==> src/rtl/pinseq_pkg.sv <==
package pinseq_pkg;

  typedef struct packed {
    logic oe;
    logic val;
  } pin_drive_t;

  // bit 1 set -> floating; otherwise bit 0 is the driven level
  function automatic pin_drive_t decode_mode(input logic [1:0] mode);
    pin_drive_t d;
    d.oe  = ~mode[1];
    d.val = ~mode[1] & mode[0];
    return d;
  endfunction

endpackage

==> src/rtl/pinseq_sync.sv <==
module pinseq_sync #(
  parameter int WIDTH = 1
) (
  input  logic             clk,
  input  logic             rst_n,
  input  logic [WIDTH-1:0] d_async,
  output logic [WIDTH-1:0] q_sync
);

  logic [WIDTH-1:0] meta_q;

  always_ff @(posedge clk or negedge rst_n) begin
    if (!rst_n) begin
      meta_q <= '0;
      q_sync <= '0;
    end else begin
      meta_q <= d_async;
      q_sync <= meta_q;
    end
  end

endmodule

==> src/rtl/pinseq_rise.sv <==
module pinseq_rise (
  input  logic clk,
  input  logic rst_n,
  input  logic lvl,
  output logic pulse
);

  logic lvl_q;

  always_ff @(posedge clk or negedge rst_n) begin
    if (!rst_n) lvl_q <= 1'b0;
    else        lvl_q <= lvl;
  end

  assign pulse = lvl & ~lvl_q;

  a_r7_one_cycle_pulse: assert property (@(posedge clk) disable iff (!rst_n)
    pulse |=> !pulse);

endmodule

==> src/rtl/pinseq_debounce.sv <==
module pinseq_debounce #(
  parameter int STABLE_CYCLES = 16
) (
  input  logic clk,
  input  logic rst_n,
  input  logic raw,
  output logic clean
);

  localparam int CW = $clog2(STABLE_CYCLES + 1);
  localparam logic [CW-1:0] LAST = CW'(STABLE_CYCLES - 1);

  logic [CW-1:0] run_q, run_d;
  logic          clean_d;
  logic          differ;

  assign differ = raw ^ clean;

  always_comb begin
    run_d   = '0;
    clean_d = clean;
    if (differ) begin
      if (run_q == LAST) begin
        clean_d = raw;
        run_d   = '0;
      end else begin
        run_d = run_q + 1'b1;
      end
    end
  end

  always_ff @(posedge clk or negedge rst_n) begin
    if (!rst_n) begin
      run_q <= '0;
      clean <= 1'b0;
    end else begin
      run_q <= run_d;
      clean <= clean_d;
    end
  end

  // the filtered level only moves after a full stable run
  a_r6_change_after_run: assert property (@(posedge clk) disable iff (!rst_n)
    !$stable(clean) |-> ($past(run_q) == LAST && $past(raw) == clean));

  a_r6_agree_clears_run: assert property (@(posedge clk) disable iff (!rst_n)
    !differ |=> run_q == '0);

endmodule

==> src/rtl/pinseq_bank.sv <==
module pinseq_bank
  import pinseq_pkg::*;
#(
  parameter int PINS = 32,
  parameter int IW   = 5
) (
  input  logic            clk,
  input  logic            rst_n,
  input  logic            wr_pulse,
  input  logic [IW-1:0]   sel,
  input  logic [1:0]      mode,
  output logic [PINS-1:0] val_q,
  output logic [PINS-1:0] oe_q
);

  pin_drive_t      req;
  logic [PINS-1:0] val_d, oe_d;

  assign req = decode_mode(mode);

  for (genvar i = 0; i < PINS; i++) begin : g_pin
    logic hit;
    assign hit = wr_pulse && (sel == IW'(i));

    always_comb begin
      val_d[i] = hit ? req.val : val_q[i];
      oe_d[i]  = hit ? req.oe  : oe_q[i];
    end
  end

  always_ff @(posedge clk or negedge rst_n) begin
    if (!rst_n) begin
      val_q <= '0;
      oe_q  <= '0;
    end else begin
      val_q <= val_d;
      oe_q  <= oe_d;
    end
  end

  // no write, no change; a write touches at most one pin
  a_r3_quiet_without_write: assert property (@(posedge clk) disable iff (!rst_n)
    !wr_pulse |=> ($stable(val_q) && $stable(oe_q)));

  a_r3_single_pin: assert property (@(posedge clk) disable iff (!rst_n)
    wr_pulse |=> ($countones((val_q ^ $past(val_q)) | (oe_q ^ $past(oe_q))) <= 1));

  // a floating pin always carries value 0
  a_r2_float_low: assert property (@(posedge clk) disable iff (!rst_n)
    (val_q & ~oe_q) == '0);

endmodule

==> src/rtl/tristate_pin_sequencer.sv <==
module tristate_pin_sequencer #(
  parameter int PINS            = 32,
  parameter int DEBOUNCE_CYCLES = 16
) (
  input  logic            clk,
  input  logic            rst_n,
  input  logic            step_in,
  input  logic            clr_in,
  input  logic            wr_in,
  input  logic [1:0]      mode_in,
  output logic [PINS-1:0] pin_out,
  output logic [PINS-1:0] pin_oe
);

  localparam int IW = $clog2(PINS);
  localparam logic [IW-1:0] LAST_PIN = IW'(PINS - 1);

  // reset: asserted asynchronously, released on clk
  logic rst_meta_q, rst_sync_n;
  always_ff @(posedge clk or negedge rst_n) begin
    if (!rst_n) begin
      rst_meta_q <= 1'b0;
      rst_sync_n <= 1'b0;
    end else begin
      rst_meta_q <= 1'b1;
      rst_sync_n <= rst_meta_q;
    end
  end

  // every control is sampled data, brought in through two flops
  logic [2:0] ctl_s;
  logic [1:0] mode_s;

  pinseq_sync #(.WIDTH(3)) u_ctl_sync (
    .clk     (clk),
    .rst_n   (rst_sync_n),
    .d_async ({wr_in, clr_in, step_in}),
    .q_sync  (ctl_s)
  );

  pinseq_sync #(.WIDTH(2)) u_mode_sync (
    .clk     (clk),
    .rst_n   (rst_sync_n),
    .d_async (mode_in),
    .q_sync  (mode_s)
  );

  logic step_clean, step_p, wr_p, clr_s;
  assign clr_s = ctl_s[1];

  pinseq_debounce #(.STABLE_CYCLES(DEBOUNCE_CYCLES)) u_step_filt (
    .clk   (clk),
    .rst_n (rst_sync_n),
    .raw   (ctl_s[0]),
    .clean (step_clean)
  );

  pinseq_rise u_step_edge (
    .clk   (clk),
    .rst_n (rst_sync_n),
    .lvl   (step_clean),
    .pulse (step_p)
  );

  pinseq_rise u_wr_edge (
    .clk   (clk),
    .rst_n (rst_sync_n),
    .lvl   (ctl_s[2]),
    .pulse (wr_p)
  );

  // pin pointer
  logic [IW-1:0] ptr_q, ptr_d;

  always_comb begin
    ptr_d = ptr_q;
    if (clr_s)       ptr_d = '0;
    else if (step_p) ptr_d = (ptr_q == LAST_PIN) ? '0 : ptr_q + 1'b1;
  end

  always_ff @(posedge clk or negedge rst_sync_n) begin
    if (!rst_sync_n) ptr_q <= '0;
    else             ptr_q <= ptr_d;
  end

  // the bank sees the pointer before this cycle's step
  pinseq_bank #(.PINS(PINS), .IW(IW)) u_bank (
    .clk      (clk),
    .rst_n    (rst_sync_n),
    .wr_pulse (wr_p),
    .sel      (ptr_q),
    .mode     (mode_s),
    .val_q    (pin_out),
    .oe_q     (pin_oe)
  );

  a_r5_clear_wins: assert property (@(posedge clk) disable iff (!rst_sync_n)
    clr_s |=> ptr_q == '0);

  a_r4_hold_without_step: assert property (@(posedge clk) disable iff (!rst_sync_n)
    (!step_p && !clr_s) |=> $stable(ptr_q));

  a_r4_step_moves: assert property (@(posedge clk) disable iff (!rst_sync_n)
    (step_p && !clr_s) |=> !$stable(ptr_q));

endmodule

==> config.mk <==
export PLATFORM = sky130hd
export DESIGN_NAME = tristate_pin_sequencer
export DESIGN_NICKNAME = d
export VERILOG_FILES = /design/src/rtl/pinseq_pkg.sv /design/src/rtl/pinseq_sync.sv /design/src/rtl/pinseq_rise.sv /design/src/rtl/pinseq_debounce.sv /design/src/rtl/pinseq_bank.sv /design/src/rtl/tristate_pin_sequencer.sv
export SDC_FILE = /design/constraint.sdc
export NUM_CORES = 1
export LEC_CHECK = 0
export CAP_MARGIN = 10
export CORE_AREA = 2 2 109 111
export CTS_BUF_LIST = sky130_fd_sc_hd__clkbuf_8 sky130_fd_sc_hd__clkbuf_16
export CTS_CLUSTER_DIAMETER = 200
export CTS_CLUSTER_SIZE = 30
export DETAILED_ROUTE_END_ITERATION = 8
export DIE_AREA = 0 0 111 113
export PLACE_DENSITY = 0.62
export RECOVER_POWER = 25
export SLEW_MARGIN = 30
export SYNTH_ARGS = -nofsm -noshare
export SYNTH_HDL_FRONTEND = slang
export SYNTH_SLANG_ARGS = --single-unit
==> constraint.sdc <==
create_clock -name clk -period 2.4 [get_ports clk]
set_input_delay 0.48 -clock clk [delete_from_list [all_inputs] [get_ports clk]]
set_output_delay 0.48 -clock clk [all_outputs]
set_load 0.02 [all_outputs]
# After elaboration in Yosys (flattened, before gate mapping)
# Cells that the tools add are included.
# classes
n_div	0
n_reduce_logical	35
n_shift	0
mul	0
n_eq_ne	32
muxes	5
order_cmp	0
n_bitwise	7
addsub	2
# ops
op	n
$eq 5x5->1 const B	16
$eq 5x4->1 const B	9
$logic_and 1x1->1	32
$mux 5	5
$eq 5x3->1 const B	4
$add 5x1->5 const B	2
$eq 5x2->1 const B	2
$eq 5x1->1 const B	1
$logic_not 5->1	1
$and 1x1->1	3
$not 1->1	3
$reduce_and 2->1	1
$reduce_bool 2->1	1
$xor 1x1->1	1
# word_totals
regBits	89
ramBits	0
mem_count	0
input_bits	7
latch_bits	0
out_inout_bits	64
rom_bits	0
word_cells	156

# Depth between registers and ports, before layout
# depth
ltp_word	4
depth_mapped	7
depth_no_buf	7

# By module
# Synthesis repeated with hierarchy kept, for this count alone.
# hier_totals
hier_cells	294
hier_area_um2	3693.5
# by_module_without_submodules
module	n_inst	area_each_um2	seq_area_each_um2	cells_per_inst
pinseq_bank	1	2763.9	1601.5	230
tristate_pin_sequencer	1	347.8	175.2	29
pinseq_debounce	1	254.0	150.1	21
pinseq_sync (u_ctl_sync)	1	150.1	150.1	6
pinseq_sync (u_mode_sync)	1	100.1	100.1	4
pinseq_rise	2	38.8	25.0	2

# Least setup slack after synthesis
# OpenSTA, ideal clock, no wires.
# synth_timing
path_kind	register to register
startpoint	register ptr_q[0]
endpoint	register ptr_q[3]
path_stages_with_launch	7
t_required_ns	2.323
n_path_buf	0
synth_period_minus_slack_ns	1.722
slack_ns	0.678
setup_time_ns	0.077
t_arrival_ns	1.645
path_cell_list	dfrtp_1 ha_1 nand2_1 nor2_1 ha_1 or4_1 a21oi_1
# synth_via
elab_chain_len	4
word_cells_on_any_way	5
classes_between	add/sub: 1; eq/ne: 1; mux: 3
# synth_rtl
element	line	text
start, declared	tristate_pin_sequencer.sv:73	logic [IW-1:0] ptr_q, ptr_d;
start signal, assigned	tristate_pin_sequencer.sv:83	else ptr_q <= ptr_d;
$add 5x1->5 / $eq 5x5->1 (equally long branches)	tristate_pin_sequencer.sv:78	else if (step_p) ptr_d = (ptr_q == LAST_PIN) ? '0 : ptr_q + 1'b1;
$mux 5 (*) (2 in a row)	tristate_pin_sequencer.sv:78	
$mux 5 (*)	tristate_pin_sequencer.sv:77	if (clr_s) ptr_d = '0;
# Every way passes the cells marked *; elsewhere a longest branch is shown, timed or not. The select of a mux whose other input is x is not followed.
# A chain may end at the register's enable or synchronous reset.

# Worst setup path in the final report
# Same ends and word-level chain as after synthesis.

==> impl_metrics.tcl <==
set metrics [dict create \
    cts_made_buffers 9 \
    synth-edff-count 0 \
    cts_max_level 3 \
    critPathRequiredTime_ps 2660 \
    grt_pass1_vias 2555 \
    routed_via_density 4.64 \
    synth_area_leader_cell "dfrtp_1" \
    track_usage_pct 13.2 \
    areaGrowthSynthToFinish_pct 33.4 \
    nets 382 \
    grt_pass1_wl_um 13300 \
    path_max_fanout 7 \
    synthCells 296 \
    setup_violations 0 \
    cp-start-kind "register" \
    drtIter0Drc 79 \
    clock-root-buffer "clkbuf_16" \
    netlist_area_um2 3670 \
    relSlewSlack_pct 4.21 \
    tightest_slew_ps 1440 \
    period_share_pct 77.9 \
    yosysSeqAreaShare_pct 60.6 \
    row_count 39 \
    synth.net_count 310 \
    grt_remaining_overflow 0 \
    place_area_um2 4550 \
    wire_per_inst_um 15.2 \
    clk_pin_slew_ps 60 \
    ctsResizeCount 0 \
    hp-class "reg -> reg" \
    drv_slew 0 \
    netlist_top_cells_area "dfrtp_1 (61%), mux2_2 (9.8%), mux2i_1 (4.6%)" \
    finalInstanceArea_um2 4900 \
    final_common_cell "dfrtp_1" \
    grt_max_degree 53 \
    setup_tns_ps 0 \
    synth_top_area_share_pct 60.6 \
    ir_drop_mv 0.341 \
    leakage_nw 2.22 \
    p_per_area_nw_per_um2 665 \
    synthArstFlopShare_pct 100 \
    cap_violations 0 \
    yosys_warnings 0 \
    period_needed_ps 1870 \
    final_cell_mix "dfrtp_1 (89), clkdlybuf4s50_1 (64), mux2_2 (32)" \
    design.core.area_um2 11300 \
    final_cells 516 \
    num_antenna_cells 0 \
    rsz0062_at_grt "no" \
    fmax_ghz 0.535 \
    layout-drive-gt1-share_pct 17.7 \
    antenna_left 0 \
    crit_arrival_ps 2130 \
    antenna_found_initial 0 \
    fin_util_pct 43.5 \
    wirelength_um 7820 \
    die_w_um 111 \
    place_hpwl_um 5370 \
    insertion_delay_ps 340 \
    cts_hold_buffers 0 \
    cts.sinks 89 \
    drt_pre_antenna_iters 4 \
    ys_ff_latch 89 \
    die_area_um2 12500 \
    cts_tree "done" \
    io_buffers 70 \
    skew_ps 8.76 \
    status "finished, final reports clean" \
    drcViolationCount 0 \
    ys.flop_type "dfrtp_1" \
    chipHeight_um 113 \
    avgSynthCellArea_um2 12.4 \
    synth.distinct_cells 34 \
    vias 2393 \
    postCtsSetupBuffers 0 \
    start_util_pct 32.6 \
    gp_congestion 0.787 \
    clk_path_buf_depth 2 \
    critPathKind "reg -> reg" \
    hold_violations 0 \
    nFillCells 1088 \
    dpl.cell_count 500 \
    cp-end-kind "register" \
    ios 71 \
]
==> critical path, cell delays in order (launching register included) <==
cell and delay (ps):
dfrtp_1 440, ha_1 250, nand2_1 120, nor2_1 90, ha_1 250, or4_1 510
a21oi_1 130
==> registers in the layout, indices dropped and copies added, names as in the netlist <==
name,flops
u_ctl_sync.q_sync,3
ptr_q,5
u_step_filt.clean,1
u_bank.oe_q,32
u_wr_edge.lvl_q,1
u_mode_sync.meta_q,2
rst_sync_n,1
u_step_filt.run_q,5
rst_meta_q,1
u_bank.val_q,32
u_step_edge.lvl_q,1
u_mode_sync.q_sync,2
u_ctl_sync.meta_q,3
==> area by class of cell <==
class	instances	area (um2)	share of cell area, %
inverters	21	78.8	1.61
multi-input cells	170	1290	26.4
clock buffers	11	253	5.16
clock inverters	5	103	2.09
repair buffers	77	766	15.6
well taps	143	179	3.65
flip-flops and latches	89	2230	45.5
==> worst paths after layout <==
path                       depth (start not counted)  slack, ps                            start                         endpoint
min in group asynchronous                          1        370                            rst_n             rst_meta_q$_DFF_PN0_
setup / recovery                                   6        530             ptr_q[0]$_DFFE_PN0P_             ptr_q[3]$_DFFE_PN0P_
setup reg to reg                                   6        530             ptr_q[0]$_DFFE_PN0P_             ptr_q[3]$_DFFE_PN0P_
hold / removal                                     0        340  u_mode_sync.meta_q[1]$_DFF_PN0_  u_mode_sync.q_sync[1]$_DFF_PN0_
hold reg to reg                                    0        340  u_mode_sync.meta_q[1]$_DFF_PN0_  u_mode_sync.q_sync[1]$_DFF_PN0_
max in group asynchronous                          1        860             rst_sync_n$_DFF_PN0_      u_bank.oe_q[20]$_DFFE_PN0P_
==> kinds of logic (layout without fill, tap and decap cells) <==
group | count (synthesis) | in the layout | share of synthesized area [%]
AOI/OAI and AO/OA | 37 | 37 | 5.82
xor gates and xnor gates | 3 | 3 | 0.715
adders and majority gates | 7 | 7 | 2.38
buffers and inverters | 37 | 114 | 4.22
DFF | 89 | 89 | 60.6
muxes | 50 | 50 | 14.9
other | 1 | 1 | 0.102
and+or+nand+nor | 72 | 72 | 11.3
==> through the flow <==
stage | total power [mW] | hold slack, ps | setup slack [ps]
2_1_floorplan | 1.62 | 184 | 678
3_3_place_gp | 1.66 | 305 | 583
3_5_place_dp | 1.67 | 312 | 545
4_1_cts | 3.30 | 293 | 530
5_1_grt | 3.38 | 352 | 356
6_report | 3.26 | 341 | 530
==> power breakdown <==
part	leakage [nW]	total, mW	switching [mW]	internal [mW]
sequential	1.21	1.55	0.0260	1.52
combinational	0.839	0.0851	0.0517	0.0334
clock	0.177	1.63	0.557	1.07
==> cell usage after synthesis, types with 2 or more instances <==
library cell,count
dfrtp_1,89
mux2_2,32
inv_1,21
o21ai_0,21
mux2i_1,17
nor2_1,16
nand2_1,15
o31ai_1,10
clkbuf_1,9
ha_1,7
nand3_1,6
a21oi_1,4
buf_2,4
nand2b_1,4
nand3b_1,4
nor2b_1,4
or2_2,4
and4bb_2,3
buf_4,3
nand4b_1,3
or3_1,3
xor2_1,3
and2_1,2
nor3_1,2
==> layer usage <==
| layer | wire [um] | vias to the layer above | track usage (%) |
|---|---|---|---|
| met5 | 0 | - | 0 |
| met4 | 72 | 0 | 3.00 |
| met3 | 357 | 6 | 4.23 |
| met2 | 3770 | 49 | 22.2 |
| met1 | 3620 | 1186 | 16.9 |
| li1 | - | 1152 | - |
(Power assumes the default switching activity.)
